**config.mk**
```make
export PLATFORM = sky130hd
export DESIGN_NAME = irq_ctrl
export DESIGN_NICKNAME = d
export VERILOG_FILES = /design/src/rtl/irq_pkg.sv /design/src/rtl/irq_sync.sv /design/src/rtl/irq_ext_edge.sv /design/src/rtl/irq_port_chg.sv /design/src/rtl/irq_ctrl_reg.sv /design/src/rtl/irq_ctrl.sv
export SDC_FILE = /design/constraint.sdc
export NUM_CORES = 1
export LEC_CHECK = 0
export CORE_UTILIZATION = 41
export CTS_BUF_LIST = sky130_fd_sc_hd__clkbuf_16
export CTS_CLUSTER_DIAMETER = 50
export DETAILED_ROUTE_END_ITERATION = 8
export PLACE_DENSITY = 0.85
export SYNTH_ARGS = -nofsm -noshare
export SYNTH_HDL_FRONTEND = slang
export SYNTH_SLANG_ARGS = --single-unit
```
**constraint.sdc**
```tcl
create_clock -name clk_i -period 2.6 [get_ports clk_i]
set_input_delay 0.78 -clock clk_i [delete_from_list [all_inputs] [get_ports clk_i]]
set_output_delay 0.78 -clock clk_i [all_outputs]
set_load 0.05 [all_outputs]
```
**src/rtl/irq_pkg.sv**
```systemverilog
package irq_pkg;
  localparam int unsigned REG_W = 8;

  typedef struct packed {
    logic gie;
    logic rsv;
    logic tmr_en;
    logic ext_en;
    logic chg_en;
    logic tmr_flag;
    logic ext_flag;
    logic chg_flag;
  } ctrl_t;

  typedef struct packed {
    logic tmr;
    logic ext;
    logic chg;
  } src_t;
endpackage

```
**src/rtl/irq_sync.sv**
```systemverilog
module irq_sync #(
  parameter int unsigned W      = 1,
  parameter int unsigned STAGES = 2
) (
  input  logic         clk_i,
  input  logic         rst_ni,
  input  logic [W-1:0] d_i,
  output logic [W-1:0] q_o
);
  logic [W-1:0] stg [STAGES];

  for (genvar s = 0; s < STAGES; s++) begin : g_stage
    logic [W-1:0] src;
    if (s == 0) begin : g_first
      assign src = d_i;
    end else begin : g_next
      assign src = stg[s-1];
    end
    always_ff @(posedge clk_i or negedge rst_ni) begin
      if (!rst_ni) stg[s] <= '0;
      else         stg[s] <= src;
    end
  end

  assign q_o = stg[STAGES-1];
endmodule

```
**src/rtl/irq_ext_edge.sv**
```systemverilog
module irq_ext_edge #(
  parameter int unsigned STAGES = 2
) (
  input  logic clk_i,
  input  logic rst_ni,
  input  logic pin_i,
  input  logic rise_sel_i,
  output logic hit_o
);
  logic pin_s, pin_q;

  irq_sync #(.W(1), .STAGES(STAGES)) u_sync (
    .clk_i (clk_i),
    .rst_ni(rst_ni),
    .d_i   (pin_i),
    .q_o   (pin_s)
  );

  always_ff @(posedge clk_i or negedge rst_ni) begin
    if (!rst_ni) pin_q <= 1'b0;
    else         pin_q <= pin_s;
  end

  // Compare the level history itself. The select only picks which
  // transition counts, so toggling it on a steady pin creates no edge.
  always_comb begin
    if (rise_sel_i) hit_o = pin_s & ~pin_q;
    else            hit_o = ~pin_s & pin_q;
  end
endmodule

```
**src/rtl/irq_port_chg.sv**
```systemverilog
module irq_port_chg #(
  parameter int unsigned PORT_W = 4,
  parameter int unsigned STAGES = 2
) (
  input  logic              clk_i,
  input  logic              rst_ni,
  input  logic [PORT_W-1:0] port_i,
  input  logic              rd_i,
  output logic              hit_o
);
  logic [PORT_W-1:0] port_s, snap_q;

  irq_sync #(.W(PORT_W), .STAGES(STAGES)) u_sync (
    .clk_i (clk_i),
    .rst_ni(rst_ni),
    .d_i   (port_i),
    .q_o   (port_s)
  );

  always_ff @(posedge clk_i or negedge rst_ni) begin
    if (!rst_ni)   snap_q <= '0;
    else if (rd_i) snap_q <= port_s;
  end

  // In a read cycle the capture wins and the compare is dropped.
  assign hit_o = (port_s != snap_q) & ~rd_i;
endmodule

```
**src/rtl/irq_ctrl_reg.sv**
```systemverilog
module irq_ctrl_reg
  import irq_pkg::*;
(
  input  logic        clk_i,
  input  logic        rst_ni,
  input  src_t        set_i,
  input  logic        we_i,
  input  logic [7:0]  wdata_i,
  input  logic        ack_i,
  input  logic        ret_i,
  output ctrl_t       ctrl_o
);
  ctrl_t cur_q, wr_v, nxt;
  logic  unused_rsv;

  assign unused_rsv = wdata_i[6];

  always_comb begin
    wr_v     = ctrl_t'(wdata_i);
    wr_v.rsv = 1'b0;
    nxt      = we_i ? wr_v : cur_q;
    if (!we_i) begin
      if (ack_i)      nxt.gie = 1'b0;
      else if (ret_i) nxt.gie = 1'b1;
    end
    // A hardware set beats a software clear in the same cycle.
    nxt.tmr_flag = nxt.tmr_flag | set_i.tmr;
    nxt.ext_flag = nxt.ext_flag | set_i.ext;
    nxt.chg_flag = nxt.chg_flag | set_i.chg;
  end

  always_ff @(posedge clk_i or negedge rst_ni) begin
    if (!rst_ni) cur_q <= '0;
    else         cur_q <= nxt;
  end

  assign ctrl_o = cur_q;
endmodule

```
**src/rtl/irq_ctrl.sv**
```systemverilog
module irq_ctrl
  import irq_pkg::*;
#(
  parameter int unsigned PORT_W   = 4,
  parameter int unsigned STAGES   = 2,
  parameter int unsigned VEC_W    = 13,
  parameter int unsigned VEC_ADDR = 4
) (
  input  logic              clk_i,
  input  logic              rst_ni,
  input  logic              ext_pin_i,
  input  logic              edge_rise_i,
  input  logic              tmr_ovf_i,
  input  logic [PORT_W-1:0] port_i,
  input  logic              port_rd_i,
  input  logic              reg_we_i,
  input  logic [7:0]        reg_wdata_i,
  output logic [7:0]        reg_rdata_o,
  input  logic              sleep_i,
  input  logic              irq_ack_i,
  input  logic              irq_ret_i,
  output logic              irq_o,
  output logic              wake_o,
  output logic [VEC_W-1:0]  irq_vec_o
);
  localparam logic [VEC_W-1:0] VEC = VEC_W'(VEC_ADDR);

  src_t  set;
  ctrl_t ctrl;
  logic  pend;

  irq_ext_edge #(.STAGES(STAGES)) u_ext (
    .clk_i     (clk_i),
    .rst_ni    (rst_ni),
    .pin_i     (ext_pin_i),
    .rise_sel_i(edge_rise_i),
    .hit_o     (set.ext)
  );

  irq_port_chg #(.PORT_W(PORT_W), .STAGES(STAGES)) u_chg (
    .clk_i (clk_i),
    .rst_ni(rst_ni),
    .port_i(port_i),
    .rd_i  (port_rd_i),
    .hit_o (set.chg)
  );

  assign set.tmr = tmr_ovf_i;

  irq_ctrl_reg u_reg (
    .clk_i  (clk_i),
    .rst_ni (rst_ni),
    .set_i  (set),
    .we_i   (reg_we_i),
    .wdata_i(reg_wdata_i),
    .ack_i  (irq_ack_i),
    .ret_i  (irq_ret_i),
    .ctrl_o (ctrl)
  );

  assign pend = (ctrl.tmr_flag & ctrl.tmr_en)
              | (ctrl.ext_flag & ctrl.ext_en)
              | (ctrl.chg_flag & ctrl.chg_en);

  assign irq_o       = ctrl.gie & pend;
  assign wake_o      = sleep_i & pend;
  assign reg_rdata_o = ctrl;
  assign irq_vec_o   = VEC;
endmodule

```
==> flow_summary.toml <==
[outcome]
status = "finished clean"

[synth]
yosysWarnings = 0
syn_inst = 66
ys_ff_latch = 22
synth_area_sq_um = 885
seq_area_frac_synth = 0.622
syn_area_per_cell_sq_um = 13.4
synth_cell_type_count = 16

[power]
netSwitchingFraction = 0.277
switchingPower_uw = 245
ir_drop_uv = 719
pwr-share-clk = 0.352
leakage_uw = 0.000548
p_int_uw = 642
power.share.sequential = 0.432
pwr-share-comb = 0.216
power_density_nw_per_um2 = 716

[cts]
cts.sinks = 22
post_cts_buffers = 0
htree_num_levels = 1
post_cts_resized = 1
cts_buffer_depth = 2
cts-root-buf = "clkbuf_16"
clkLatencyLatePin_ns = 0.25
clkTransAtPathRegs_ns = 0.05
cts_buffers = 3
cts_tree = "built"
cts-hold-fix-buffers = 0

[sta]
setup_viol = 0
max_freq_mhz = 416
max_slew_margin = 0.644
slew_viol_final = 0
rsz0062_at_grt = "no"
hold_viol = 0
fin_setup_tns_ns = 0
whs_ns = 0.345
skew_ns = 0.000895
period_minus_slack_ns = 2.40
tightest_slew_ns = 0.533
period_share = 0.925

[place]
dp_hpwl_mm = 1.04
place_congestion = 0.649
io_buffers = 29

[floorplan]
die_y_um = 48.5
start_util = 0.442
core_sq_um = 2000
row_count = 16
dieArea_sq_um = 2350
die_x_um = 48.5
top_level_ports = 45

[critical_path]
ff2ff_setup_slack_ns = 1.58
crit_path_end_kind = "primary output"
r2r_end = "u_reg.ctrl_o[0]$_DFF_PN0_"
rr_worst_depth = 3
worstPathArrival_ns = 1.62
path_class = "in2out"
timing.rr.start = "u_chg.snap_q[3]$_DFFE_PN0P_"
cp-start-kind = "input pin"
required_ns = 1.82
cp_max_fo = 1

[worst_hold_path]
min-delay-start = "u_chg.u_sync.g_stage[1].src[1]$_DFF_PN0_"
hold_path.class = "reg2reg"
holdPathStages = 0
min_to = "u_chg.u_sync.q_o[1]$_DFF_PN0_"

[grt]
grt_pass1_vias = 494
grt_pass1_wl_mm = 2.11
grt_max_degree = 23
track_usage = 0.117
grt_overflow_total = 0
grt_antenna_before_repair = 0

[route]
drc = 0
drtAntennaViolNets = 0
vias = 537
routedWlPerCell_um = 10.3
drtIter0Drc = 5
totalWireLength_mm = 1.27
avgViaCountPerCell = 4.33
drt_pre_antenna_iters = 5

[cells_and_area]
final_nets = 120
nFillCells = 155
syn2layout_area_growth_pct = 40.0
diodes = 0
drive_above_1_share = 0.0515

[flow_run]
cap_violations = 0
cell families (layout without fill, tap and decap cells):
family,Yosys count,count (layout),synth area share
XOR/XNOR,4,4,0.0396
AND/OR/NAND/NOR,9,9,0.0495
multiplexers,9,9,0.112
AO/OA/AOI/OAI,5,5,0.0439
buffers and inverters,15,34,0.124
flip-flops,22,22,0.622
other,2,14,0.00849
critical path: stages:
cell and delay [ns]:
clkdlybuf4s50_1 0.45, nor2b_1 0.22, buf_12 0.17
cell type report:
class | count | area [sq um] | area share
multi-input cells | 41 | 269 | 0.217
clock buffers | 3 | 75.1 | 0.0606
clock inverters | 1 | 3.75 | 0.00303
repair buffers | 30 | 307 | 0.247
flip-flops and latches | 22 | 551 | 0.444
well taps | 27 | 33.8 | 0.0273
layout by cell type (no fill, tap or decap), drive strengths merged:
master,netlist,layout
nor2,2,2
o211ai,1,1
mux2i,2,2
o31ai,1,1
mux2,7,7
a222oi,1,1
clkbuf,0,3
nor2b,3,3
buf,15,2
nand2,3,3
clkinv,0,1
o21ai,1,1
dfrtp,22,22
nor4,1,1
clkdlybuf4s50,0,27
conb,2,14
a211o,1,1
xor2,4,4
dlygate4sd2,0,1
routing by layer:
metal,GRT usage,vias up,part of all wire
met4,0.0441,0,0.019
met1,0.121,252,0.36
met2,0.235,28,0.55
li1,-,255,-
met3,0.0157,2,0.066
met5,0,-,0
power by group through the flow:
stage               clock [uW]  sequential, uW  combinational, uW
floorplan                    0             421                102
global placement             0             388                192
detailed placement           0             390                194
CTS                        320             384                193
global route               332             386                202
finish                     312             384                192
how the worst max path moves through the flow:
stage / to / startpoint / slack (ns)
after floorplan: irq_o / u_reg.ctrl_o[0]$_DFF_PN0_ / 0.25
after global placement: wake_o / sleep_i / 0.22
after detailed placement: wake_o / sleep_i / 0.20
after CTS: wake_o / sleep_i / 0.19
after global routing: irq_o / u_reg.ctrl_o[3]$_DFFE_PN0P_ / 0.14
final: wake_o / sleep_i / 0.20
cells in the mapped netlist:
cell type   n  area share
a211o_1     1      0.0099
a222oi_1    1       0.011
buf_2       1      0.0057
buf_4      14        0.12
conb_1      2      0.0085
dfrtp_1    22        0.62
mux2_1      7       0.089
mux2i_1     2       0.023
nand2_1     3       0.013
nor2_1      2      0.0085
nor2b_1     3       0.021
nor4_1      1      0.0071
o211ai_1    1      0.0085
o21ai_1     1      0.0057
o31ai_1     1      0.0085
xor2_1      4       0.040
through the flow:
step / area (sq um) / instances / utilization / power (uW) / setup slack [ns]
after CTS: 1240 / 124 / 0.619 / 897 / 0.185
after detailed placement: 1160 / 120 / 0.580 / 584 / 0.196
after global routing: 1240 / 124 / 0.619 / 920 / 0.140
final: 1240 / 124 / 0.619 / 887 / 0.195
after floorplan: 930 / 78 / - / 523 / 0.253
after global placement: 1160 / 120 / 0.580 / 579 / 0.215
flip-flops by register name (all words and copies together), names as in the netlist:
register,flops
u_reg.ctrl_o,7
u_chg.snap_q,4
u_chg.u_sync.g_stage.src,4
u_chg.u_sync.q_o,4
u_ext.pin_q,1
u_ext.u_sync.g_stage.src,1
u_ext.u_sync.q_o,1
No activity file was read; power rests on OpenSTA's default activity.
